**src/rtl/dfr_pkg.sv**
```systemverilog
package dfr_pkg;

  localparam int ADDR_W     = 24;
  localparam int BEAT_W     = 6;
  localparam int CMD_BEATS  = 8;
  localparam int ADDR1_BEATS = ADDR_W;
  localparam int ADDR2_BEATS = ADDR_W / 2;
  localparam int MODE_BEATS = 4;
  localparam int DUMMY_BEATS = 8;

  localparam logic [7:0] CMD_DUAL_IO  = 8'hBB;
  localparam logic [7:0] CMD_DUAL_OUT = 8'h3B;
  localparam logic [7:0] MODE_BITS    = 8'h00;

  typedef enum logic [2:0] {
    PH_IDLE,
    PH_CMD,
    PH_ADDR,
    PH_MODE,
    PH_DUMMY,
    PH_DATA,
    PH_END
  } phase_t;

endpackage

```
**src/rtl/dfr_sclk_gen.sv**
```systemverilog
module dfr_sclk_gen #(
  parameter int HALF_DIV = 2
) (
  input  logic clk,
  input  logic rst_n,
  input  logic run,
  input  logic hold,
  output logic sclk,
  output logic rise,
  output logic fall,
  output logic tick_lo
);

  logic last;

  assign rise    = run && !sclk && last && !hold;
  assign fall    = run && sclk && last;
  assign tick_lo = run && !sclk && last;

  generate
    if (HALF_DIV == 1) begin : g_nodiv
      assign last = 1'b1;
    end else begin : g_div
      localparam int CW = $clog2(HALF_DIV);
      logic [CW-1:0] hcnt;
      assign last = (hcnt == CW'(HALF_DIV - 1));
      always_ff @(posedge clk) begin
        if (!rst_n) begin
          hcnt <= '0;
        end else if (!run || rise || fall) begin
          hcnt <= '0;
        end else if (!last) begin
          hcnt <= hcnt + CW'(1);
        end
      end
    end
  endgenerate

  always_ff @(posedge clk) begin
    if (!rst_n) begin
      sclk <= 1'b0;
    end else if (!run) begin
      sclk <= 1'b0;
    end else if (rise || fall) begin
      sclk <= ~sclk;
    end
  end

endmodule

```
**src/rtl/dfr_ctrl.sv**
```systemverilog
module dfr_ctrl
  import dfr_pkg::*;
#(
  parameter int LEN_W = 16
) (
  input  logic             clk,
  input  logic             rst_n,
  input  logic             req_valid,
  input  logic [LEN_W-1:0] req_len,
  input  logic             req_dual_io,
  output logic             req_ready,
  input  logic             fall,
  input  logic             tick_lo,
  output phase_t           phase,
  output logic             dual_q,
  output logic             load,
  output logic             last_pair,
  output logic             cs_n,
  output logic             done
);

  logic [BEAT_W-1:0] beats;
  logic [LEN_W-1:0]  bytes_left;
  logic [1:0]        pair;
  logic              take;
  logic              empty_req;

  assign req_ready = (phase == PH_IDLE) && !done;
  assign take      = req_valid && req_ready;
  assign load      = take && (req_len != '0);
  assign empty_req = take && (req_len == '0);
  assign last_pair = (pair == 2'd3);

  always_ff @(posedge clk) begin
    if (!rst_n) begin
      phase      <= PH_IDLE;
      dual_q     <= 1'b0;
      beats      <= '0;
      bytes_left <= '0;
      pair       <= '0;
      cs_n       <= 1'b1;
      done       <= 1'b0;
    end else begin
      done <= 1'b0;
      case (phase)
        PH_IDLE: begin
          if (empty_req) begin
            done <= 1'b1;
          end else if (load) begin
            phase      <= PH_CMD;
            beats      <= BEAT_W'(CMD_BEATS);
            dual_q     <= req_dual_io;
            bytes_left <= req_len;
            pair       <= '0;
            cs_n       <= 1'b0;
          end
        end
        PH_CMD: begin
          if (fall) begin
            if (beats == BEAT_W'(1)) begin
              phase <= PH_ADDR;
              beats <= dual_q ? BEAT_W'(ADDR2_BEATS) : BEAT_W'(ADDR1_BEATS);
            end else begin
              beats <= beats - BEAT_W'(1);
            end
          end
        end
        PH_ADDR: begin
          if (fall) begin
            if (beats == BEAT_W'(1)) begin
              phase <= dual_q ? PH_MODE : PH_DUMMY;
              beats <= dual_q ? BEAT_W'(MODE_BEATS) : BEAT_W'(DUMMY_BEATS);
            end else begin
              beats <= beats - BEAT_W'(1);
            end
          end
        end
        PH_MODE, PH_DUMMY: begin
          if (fall) begin
            if (beats == BEAT_W'(1)) begin
              phase <= PH_DATA;
            end else begin
              beats <= beats - BEAT_W'(1);
            end
          end
        end
        PH_DATA: begin
          if (fall) begin
            pair <= pair + 2'd1;
            if (last_pair) begin
              if (bytes_left == LEN_W'(1)) begin
                phase <= PH_END;
              end else begin
                bytes_left <= bytes_left - LEN_W'(1);
              end
            end
          end
        end
        PH_END: begin
          if (tick_lo) begin
            cs_n  <= 1'b1;
            done  <= 1'b1;
            phase <= PH_IDLE;
          end
        end
        default: phase <= PH_IDLE;
      endcase
    end
  end

endmodule

```
**src/rtl/dfr_tx_shift.sv**
```systemverilog
module dfr_tx_shift
  import dfr_pkg::*;
(
  input  logic              clk,
  input  logic              rst_n,
  input  logic              load,
  input  logic [ADDR_W-1:0] req_addr,
  input  logic              req_dual_io,
  input  phase_t            phase,
  input  logic              dual_q,
  input  logic              fall,
  output logic              io0_out,
  output logic              io0_oe,
  output logic              io1_out,
  output logic              io1_oe
);

  localparam int SR_W = 8 + ADDR_W + 8;

  logic [SR_W-1:0] tx;
  logic            one_line;
  logic            two_line;

  assign one_line = (phase == PH_CMD) || ((phase == PH_ADDR) && !dual_q);
  assign two_line = ((phase == PH_ADDR) && dual_q) || (phase == PH_MODE);

  always_ff @(posedge clk) begin
    if (!rst_n) begin
      tx <= '0;
    end else if (load) begin
      tx <= {(req_dual_io ? CMD_DUAL_IO : CMD_DUAL_OUT), req_addr, MODE_BITS};
    end else if (fall && one_line) begin
      tx <= {tx[SR_W-2:0], 1'b0};
    end else if (fall && two_line) begin
      tx <= {tx[SR_W-3:0], 2'b00};
    end
  end

  always_comb begin
    io0_out = 1'b0;
    io0_oe  = 1'b0;
    io1_out = 1'b0;
    io1_oe  = 1'b0;
    if (one_line) begin
      io0_oe  = 1'b1;
      io0_out = tx[SR_W-1];
    end else if (two_line) begin
      io0_oe  = 1'b1;
      io1_oe  = 1'b1;
      io1_out = tx[SR_W-1];
      io0_out = tx[SR_W-2];
    end
  end

endmodule

```
**src/rtl/dfr_rx_pack.sv**
```systemverilog
module dfr_rx_pack
  import dfr_pkg::*;
(
  input  logic       clk,
  input  logic       rst_n,
  input  phase_t     phase,
  input  logic       rise,
  input  logic       last_pair,
  input  logic       io0_in,
  input  logic       io1_in,
  input  logic       out_ready,
  output logic       out_valid,
  output logic [7:0] out_data
);

  logic [5:0] rx;
  logic       capture;

  assign capture = rise && (phase == PH_DATA);

  always_ff @(posedge clk) begin
    if (!rst_n) begin
      rx        <= '0;
      out_valid <= 1'b0;
      out_data  <= '0;
    end else begin
      if (out_valid && out_ready) begin
        out_valid <= 1'b0;
      end
      if (capture) begin
        if (last_pair) begin
          out_data  <= {rx, io1_in, io0_in};
          out_valid <= 1'b1;
        end else begin
          rx <= {rx[3:0], io1_in, io0_in};
        end
      end
    end
  end

endmodule

```
**src/rtl/dual_flash_reader.sv**
```systemverilog
module dual_flash_reader
  import dfr_pkg::*;
#(
  parameter int HALF_DIV = 2,
  parameter int LEN_W    = 16
) (
  input  logic              clk,
  input  logic              rst_n,
  input  logic              req_valid,
  output logic              req_ready,
  input  logic [ADDR_W-1:0] req_addr,
  input  logic [LEN_W-1:0]  req_len,
  input  logic              req_dual_io,
  output logic              out_valid,
  input  logic              out_ready,
  output logic [7:0]        out_data,
  output logic              done,
  output logic              cs_n,
  output logic              sclk,
  output logic              io0_out,
  output logic              io0_oe,
  input  logic              io0_in,
  output logic              io1_out,
  output logic              io1_oe,
  input  logic              io1_in
);

  phase_t phase;
  logic   dual_q;
  logic   load;
  logic   last_pair;
  logic   run;
  logic   hold;
  logic   rise;
  logic   fall;
  logic   tick_lo;

  assign run  = (phase != PH_IDLE);
  assign hold = (phase == PH_END) ||
                ((phase == PH_DATA) && last_pair && out_valid && !out_ready);

  dfr_ctrl #(.LEN_W(LEN_W)) u_ctrl (
    .clk         (clk),
    .rst_n       (rst_n),
    .req_valid   (req_valid),
    .req_len     (req_len),
    .req_dual_io (req_dual_io),
    .req_ready   (req_ready),
    .fall        (fall),
    .tick_lo     (tick_lo),
    .phase       (phase),
    .dual_q      (dual_q),
    .load        (load),
    .last_pair   (last_pair),
    .cs_n        (cs_n),
    .done        (done)
  );

  dfr_sclk_gen #(.HALF_DIV(HALF_DIV)) u_sclk (
    .clk     (clk),
    .rst_n   (rst_n),
    .run     (run),
    .hold    (hold),
    .sclk    (sclk),
    .rise    (rise),
    .fall    (fall),
    .tick_lo (tick_lo)
  );

  dfr_tx_shift u_tx (
    .clk         (clk),
    .rst_n       (rst_n),
    .load        (load),
    .req_addr    (req_addr),
    .req_dual_io (req_dual_io),
    .phase       (phase),
    .dual_q      (dual_q),
    .fall        (fall),
    .io0_out     (io0_out),
    .io0_oe      (io0_oe),
    .io1_out     (io1_out),
    .io1_oe      (io1_oe)
  );

  dfr_rx_pack u_rx (
    .clk       (clk),
    .rst_n     (rst_n),
    .phase     (phase),
    .rise      (rise),
    .last_pair (last_pair),
    .io0_in    (io0_in),
    .io1_in    (io1_in),
    .out_ready (out_ready),
    .out_valid (out_valid),
    .out_data  (out_data)
  );

endmodule

```
**config.mk**
```make
export PLATFORM = sky130hd
export DESIGN_NAME = dual_flash_reader
export DESIGN_NICKNAME = d
export VERILOG_FILES = /design/src/rtl/dfr_pkg.sv /design/src/rtl/dfr_sclk_gen.sv /design/src/rtl/dfr_ctrl.sv /design/src/rtl/dfr_tx_shift.sv /design/src/rtl/dfr_rx_pack.sv /design/src/rtl/dual_flash_reader.sv
export SDC_FILE = /design/constraint.sdc
export NUM_CORES = 1
export LEC_CHECK = 0
export BUFFER_PORTS_ARGS = -buffer_cell sky130_fd_sc_hd__buf_4
export CAP_MARGIN = 20
export CORE_UTILIZATION = 28
export DETAILED_ROUTE_END_ITERATION = 10
export GPL_TIMING_DRIVEN = 0
export PLACE_DENSITY = 0.51
export SYNTH_ARGS = -nofsm -noshare
export SYNTH_HDL_FRONTEND = slang
export SYNTH_SLANG_ARGS = --single-unit
```
**constraint.sdc**
```tcl
create_clock -name clk -period 3.65 [get_ports clk]
set_input_delay 0.1825 -clock clk [delete_from_list [all_inputs] [get_ports clk]]
set_output_delay 0.1825 -clock clk [all_outputs]
set_load 0.02 [all_outputs]
```
==> impl_results.md, run 1 <==
* Synth warn at 0
* Crit path max fanout at 5
* Dpl hpwl at 9.330 mm
* Post-Syn Area at 0.004364 mm^2
* RSZ-0062 raised after global routing: no
* Critical path class: flip-flop to flip-flop
* Syn_area_per_cell at 7.835 um^2
* Fin Setup TNS at 0 ps
* Final net count at 683
* Internal power at 0.002198 W
* Initial Utilization at 28.71%
* Crit path depth at 8
* DR vias/cell at 5.292
* Logic gate share of total power at 35.4%
* Hold Crit Start: req_addr[7]
* Net switching power at 0.001245 W
* CTS clock-pin slew for the worst setup and hold paths at 60 ps
* Cell Chain, Critical Path: inv_1, ha_1, or3b_1, nor4_2, nand2_1, o41ai_1, nand2_1, a21oi_1
* Clk sinks at 79
* Final Hold Fails at 0
* Status: finished clean
* Fmax achieved at 447.4 MHz
* Syn Nets at 609
* Pwr Total at 0.003443 W
* Num CTS Buffers at 9
* DRT Pass-1 Iters at 5
* First DRT Iteration DRCs at 269
* Vias at 4361
* Cell Pwr Density at 634.1 mW/mm^2
* Post-layout min period at 2235 ps
* WP buf/inv at 1
* Cell total after placement at 807
* Finished Cell Area at 0.005429 mm^2
* Internal reg-to-reg setup slack at 1420 ps
* HP Class: primary input to flip-flop
* Vias in the first global route at 4115
* Diodes inserted at 0
* Critical path launch point type: flip-flop
* Final Setup Violations at 0
* Sw Ratio at 36.15%
* EDFF count, synth at 0
* Synth cell types at 65
* Hold endpoint: u_tx.tx[15]$_SDFFE_PN0P_
* Rows at 45
* Rel. slew slack at 49.26%
* Asr flop ratio synth at 0%
* Slowest-stage cell, CP: or3b_1
* Peak VDD IR at 194.8 uV
* H-tree Lvls at 3
* Fill cells at 1624
* Reg2reg end: u_ctrl.bytes_left[14]$_SDFFE_PN0P_
* TritonCTS clock tree: built
* First-pass GRT wire length at 21.49 mm
* Worst Setup End Kind: flip-flop
* Critical Path Max Stage Delay at 440 ps
* I/O pin total at 64
* Slack of the critical path at 1415 ps
* Cell mode on critical path: nand2_1
* Total GRT Usage at 17.07%
* Hold Path Depth at 3
* Layout cells sized above 1 at 17.61%
* Setup bufs post-CTS at 0
* Ys flop type: dfxtp_1
* Sequential power share at 33.3%
* DRC errors left at 0
* Clock share of power at 31.3%
* Hold_buf cts at 0
* Commonest cells after routing, fill and taps aside: 79 x dfxtp_1, 66 x nor2_1, 63 x a21oi_1, 63 x buf_4, 59 x nand2_1
* Die height at 126.8 um
* Top delay family on crit path: simple AND/OR/NAND/NOR gates
* Clock Tree Buf Depth at 2
* Final Non-Filler Cells at 824
* Cells after Synth at 557
* LEAKAGE at 2.200 nW
* DP Worst Slack at 1468 ps
* Worst Max-Slew Pin Slew at 761.1 ps
* Max-cap violations at 0
* Post-place instance area at 0.005065 mm^2
* Clk_skew at 6.094 ps
* Final GP Congestion at 0.8477
* Initial antenna violation count at 0
* Die footprint at 0.01609 mm^2
* Register Area at 0.001582 mm^2
* Synth Register Bits at 79
* Post-cts resize count at 0
* Antenna Violating Nets Remaining at 0
* Root buffer cell: clkbuf_16
* Seq/Total Area, Yosys at 36.24%
* Clk_lat worst skew at 350 ps
* Arr. time, crit path at 2510 ps
* Most common cell after layout, fill and taps aside: dfxtp_1
* GRT Residual Overflow at 0
* Reg2reg start: u_ctrl.bytes_left[0]$_SDFFE_PN0P_
* R2R depth at 8
* Horiz. Die Dim at 126.8 um
* Area Overhead vs Synth at 24.40%
* Core area at 0.01520 mm^2
* Largest net degree at the start of global routing at 14
* Final cycle utilization of the critical path at 61.23%
* PortBufs at 62
* Multi-input logic area at 0.002571 mm^2
* Routed WL at 12.91 mm
* WP data required at 3920 ps
* Routed wire per std cell at 15.67 um
* Max Slew Vio Count at 0
worst register-to-register path, stage by stage, from the launching register on:
cell and delay [ps]:
dfxtp_1 340, inv_1 120, ha_1 200, or3b_1 440, nor4_2 390, nand2_1 170, o41ai_1 280, nand2_1 100
a21oi_1 120
per-stage QoR:
stage                     hold WS (ps)  util, %
after floorplan                  312.9        -
after global placement           409.6    33.32
after detailed placement         410.7    33.32
after CTS                        45.85    35.66
after global routing             50.84    35.71
final                            53.39    35.71
state kept, by name, summed over array words and instances, names as in the netlist:
name	count
u_ctrl.beats	6
u_rx.out_valid	1
u_rx.rx	6
u_ctrl.done	1
u_ctrl.cs_n	1
u_rx.out_data	8
u_ctrl.pair	2
u_sclk.g_div.hcnt	1
u_tx.tx	32
u_sclk.sclk	1
u_ctrl.bytes_left	16
u_ctrl.phase	3
u_ctrl.dual_q	1
how the worst max path moves through the flow:
stage	from	slack, ps	endpoint
finish	u_ctrl.bytes_left[0]$_SDFFE_PN0P_	1420	u_ctrl.bytes_left[14]$_SDFFE_PN0P_
global placement	u_ctrl.bytes_left[0]$_SDFFE_PN0P_	1480	u_ctrl.bytes_left[14]$_SDFFE_PN0P_
CTS	u_ctrl.bytes_left[0]$_SDFFE_PN0P_	1450	u_ctrl.bytes_left[14]$_SDFFE_PN0P_
detailed placement	u_ctrl.bytes_left[0]$_SDFFE_PN0P_	1470	u_ctrl.bytes_left[14]$_SDFFE_PN0P_
floorplan	u_ctrl.bytes_left[0]$_SDFFE_PN0P_	1710	u_ctrl.bytes_left[8]$_SDFFE_PN0P_
global route	u_ctrl.bytes_left[0]$_SDFFE_PN0P_	1190	u_ctrl.bytes_left[14]$_SDFFE_PN0P_
layer usage:
metal | part of all wire, % | routed length (um) | GRT usage (%)
met2 | 47 | 6004 | 26.73
met5 | 0 | 0 | 0
met4 | 2.7 | 353 | 8.193
met1 | 46 | 5961 | 22.62
met3 | 4.6 | 593 | 3.079
cell families (layout without fill, tap and decap cells):
| family | count (synthesis) | after routing | share of synthesized area [%] |
|---|---|---|---|
| flops | 79 | 79 | 36.24 |
| mux | 42 | 42 | 9.633 |
| buf+inv | 47 | 126 | 4.845 |
| fa+ha+maj | 5 | 5 | 1.433 |
| compound gates | 159 | 159 | 22.30 |
| xor+xnor | 1 | 1 | 0.2007 |
| simple gates | 224 | 224 | 25.34 |
power by group through the flow:
stage,clock [W],combinational (W),sequential (W)
6_report,0.00108,0.00122,0.00115
2_1_floorplan,0,0.000891,0.00113
3_3_place_gp,0,0.00119,0.00116
5_1_grt,0.00114,0.00135,0.00117
3_5_place_dp,0,0.00120,0.00116
4_1_cts,0.00110,0.00121,0.00114
area by class of cell:
cell class                 instances  area share [%]
sequential                        79           29.13
multi-input combinational        431           47.36
timing repair buffer              63           8.712
buffer                            39           3.342
inverter                           8          0.5531
clock inverter                     5           1.913
clock buffer                      11           4.655
tap                              188           4.333
cell usage after synthesis, drive strengths merged, types with 3 or more instances:
library cell	count	area share, %
nand3	36	4.1
o22ai	3	0.43
and3b	3	0.60
a211oi	3	0.52
nand4	4	0.57
nand2b	7	1.0
nand2	59	5.1
o41ai	5	1.0
o21ai	48	5.5
inv	8	0.69
mux2i	42	9.6
o32ai	4	0.80
nor2	68	6.1
nor4	6	1.3
a31oi	4	0.72
a311oi	5	1.0
clkbuf	23	2.0
a21oi	64	7.4
nor3	21	3.0
dfxtp	79	36
nand3b	3	0.52
buf	16	2.1
ha	5	1.4
o211ai	4	0.69
Note: power is estimated with default switching activity, not from simulation.
==> run 2: changes to the inputs <==
==> constraint.sdc (replaced) <==
create_clock -name clk -period 2.15 [get_ports clk]
set_input_delay 0.1075 -clock clk [delete_from_list [all_inputs] [get_ports clk]]
set_output_delay 0.1075 -clock clk [all_outputs]
set_load 0.02 [all_outputs]
==> run 2 against run 1 <==
  * Fmax grew 7.3%
  * Power is 75% higher
  * Design area rose by 6.2%
  * Worst setup slack lost 1300 ps
  * Core utilization grew 2.2 points
==> impl_results.md, run 2 (synthesized netlist as in run 1, its figures left out) <==
* Status: finished clean
* Setup crit start: u_ctrl.bytes_left[1]$_SDFFE_PN0P_
* Vias at 4460 (+2.3%)
* Root buffer cell: clkbuf_16
* Top delay family on crit path: simple AND/OR/NAND/NOR gates
* Initial antenna violation count at 0 (unchanged)
* Final net count at 708 (+3.7%)
* WP data required at 2390 ps (-1530 ps)
* Reg2reg end: u_ctrl.bytes_left[11]$_SDFFE_PN0P_
* Cell total after placement at 807 (unchanged)
* Slowest-stage cell, CP: or4b_4
* Max Slew Vio Count at 0 (unchanged)
* Area Overhead vs Synth at 32.08%
* PortBufs at 62 (unchanged)
* Worst Setup End Kind: flip-flop
* Antenna Violating Nets Remaining at 0 (unchanged)
* Clk_lat worst skew at 350 ps (about the same)
* Arr. time, crit path at 2330 ps (-180 ps)
* I/O pin total at 64 (unchanged)
* Fill cells at 1598 (-1.6%)
* Final Non-Filler Cells at 849 (+3.0%)
* Hold WS at 3.232 ps (-50.16 ps)
* Clock Tree Buf Depth at 2 (unchanged)
* HP Class: primary input to flip-flop
* TritonCTS clock tree: built
* DRC errors left at 0 (unchanged)
* Final Hold Fails at 0 (unchanged)
* Clk sinks at 79 (unchanged)
* Critical path launch point type: flip-flop
* DP Worst Slack at -32.49 ps (-1500 ps)
* DRT Pass-1 Iters at 5 (unchanged)
* Total GRT Usage at 17.42% (+0.35 points)
* Fmax achieved at 479.9 MHz (+7.3%)
* GRT Residual Overflow at 0 (unchanged)
* R2R depth at 8 (unchanged)
* Worst Max-Slew Pin Slew at 770.9 ps (+9.827 ps)
* Largest net degree at the start of global routing at 14 (unchanged)
* Routed wire per std cell at 15.75 um (+0.52%)
* Critical path class: flip-flop to flip-flop
* DR vias/cell at 5.253 (-0.74%)
* Dpl hpwl at 9.330 mm (unchanged)
* Max-cap violations at 0 (unchanged)
* Most flops, register: u_tx.tx
* Pwr Total at 0.006034 W (+75%)
* Layout cells sized above 1 at 20.73% (+3.1 points)
* RSZ-0062 raised after global routing: yes
* H-tree Lvls at 3 (unchanged)
* Rel. slew slack at 48.61% (-0.66 points)
* Largest registers: u_tx.tx: 32 flops, u_ctrl.bytes_left: 16 flops, u_rx.out_data: 8 flops
* Peak VDD IR at 325.4 uV (+67%)
* Critical Path Max Stage Delay at 470 ps (+30 ps)
* First DRT Iteration DRCs at 274 (+1.9%)
* End of the critical path: u_ctrl.bytes_left[11]$_SDFFE_PN0P_
* Horiz. Die Dim at 126.8 um (unchanged)
* Post-layout min period at 2084 ps (-151.4 ps)
* Cell Pwr Density at 1047 mW/mm^2 (+65%)
* Die footprint at 0.01609 mm^2 (unchanged)
* Num CTS Buffers at 9 (unchanged)
* Crit path max fanout at 10 (+5)
* CTS clock-pin slew for the worst setup and hold paths at 60 ps (about the same)
* Vias in the first global route at 4179 (+1.6%)
* Final cycle utilization of the critical path at 96.91% (+36 points)
* Clk_skew at 6.623 ps (+0.5293 ps)
* First-pass GRT wire length at 21.94 mm (+2.1%)
* Final GP Congestion at 0.8477 (unchanged)
* Register Area at 0.001585 mm^2 (+0.24%)
* Rows at 45 (unchanged)
* Cell Chain, Critical Path: inv_2, ha_2, or4b_4, nor3_4, nand4_1, o221a_4, buf_6, a31o_1
* Internal reg-to-reg setup slack at 70 ps (-1350 ps)
* WP buf/inv at 2 (+1)
* Initial Utilization at 28.71% (unchanged)
* Multi-input logic area at 0.002641 mm^2 (+2.7%)
* Most common cell after layout, fill and taps aside: dfxtp_1
* Fin Setup TNS at 0 ps (unchanged)
* Die height at 126.8 um (unchanged)
* Diodes inserted at 0 (unchanged)
* LEAKAGE at 2.337 nW (+6.2%)
* Commonest cells after routing, fill and taps aside: 76 x dfxtp_1, 66 x nor2_1, 65 x buf_4, 60 x a21oi_1, 58 x nand2_1
* Final Setup Violations at 0 (unchanged)
* Max reg flops at 32 (unchanged)
* Core area at 0.01520 mm^2 (unchanged)
* Slack of the critical path at 66.37 ps (-1349 ps)
* Reg2reg start: u_ctrl.bytes_left[1]$_SDFFE_PN0P_
* Routed WL at 13.37 mm (+3.6%)
* Crit path depth at 8 (unchanged)
-- run 2: cell count changes in the layout (fill, tap and decap cells not counted), moves of 3 or more --
cell / delta
clkbuf_4: +3
buf_2: -3
clkbuf_1: -4
a21oi_2: +3
dfxtp_2: +3
clkbuf_2: +5
dfxtp_1: -3
a21oi_1: -3
dlygate4sd3_1: +21
-- run 2: cell type report --
type | count | share of cell area, %
clock inverter | 5 | 1.802
buffer | 39 | 3.451
inverter | 8 | 0.5209
multi-input combinational | 431 | 45.82
sequential | 79 | 27.50
clock buffer | 11 | 4.385
timing repair buffer | 88 | 12.44
tap | 188 | 4.081
-- run 2: how the worst min path moves through the flow --
| stage | end | depth (start not counted) | startpoint | slack, ps |
|---|---|---|---|---|
| 2_1_floorplan | u_tx.tx[39]$_SDFFE_PN0P_ | 2 | req_dual_io | 240 |
| 3_3_place_gp | u_tx.tx[16]$_SDFFE_PN0P_ | 3 | req_addr[8] | 330 |
| 3_5_place_dp | u_tx.tx[29]$_SDFFE_PN0P_ | 3 | req_addr[21] | 340 |
| 4_1_cts | u_tx.tx[39]$_SDFFE_PN0P_ | 3 | req_dual_io | 0.3 |
| 5_1_grt | u_tx.tx[8]$_SDFFE_PN0P_ | 3 | req_addr[0] | 20 |
| 6_report | u_tx.tx[39]$_SDFFE_PN0P_ | 3 | req_dual_io | 3 |
-- run 2: what timing repair did --
item,in CTS,in global routing
gates resized for setup,3,31
endpoints found under the setup margin,2,44
hold buffers,21,0
hold endpoints to repair,21,0
pin swaps,0,5
cloned,0,0
setup buffers,0,4
-- run 2: report_power, final --
| group | switching [W] | internal [W] | total, W | leakage [nW] |
|---|---|---|---|---|
| registers | 0.000244 | 0.00171 | 0.00196 | 0.647 |
| logic | 0.00129 | 0.000946 | 0.00224 | 1.51 |
| clock network | 0.000639 | 0.00120 | 0.00184 | 0.176 |
-- run 2: worst reg2reg max path: cells and delay by family, from the launching register on --
| kind | cells | cell delay [ps] |
|---|---|---|
| adder cells (fa/ha/maj) | 1 | 160 |
| AO/OA/AOI/OAI | 2 | 410 |
| flip-flops | 1 | 340 |
| buffers and inverters | 2 | 210 |
| AND/OR/NAND/NOR | 3 | 860 |
-- run 2: layer usage --
layer  share of wire (%)  GRT usage, %  vias up
met5                   0             0        -
met4                 2.7         8.193        0
met3                 4.5         3.079       23
met2                  47         27.67      120
met1                  46         22.88     2106
li1                    -             -     2211
-- run 2: stage by stage --
stage	utilization [%]	instance area, um^2
2_1_floorplan	-	4364
3_3_place_gp	33.32	5065
3_5_place_dp	33.32	5065
4_1_cts	37.14	5647
5_1_grt	37.92	5764
6_report	37.92	5764
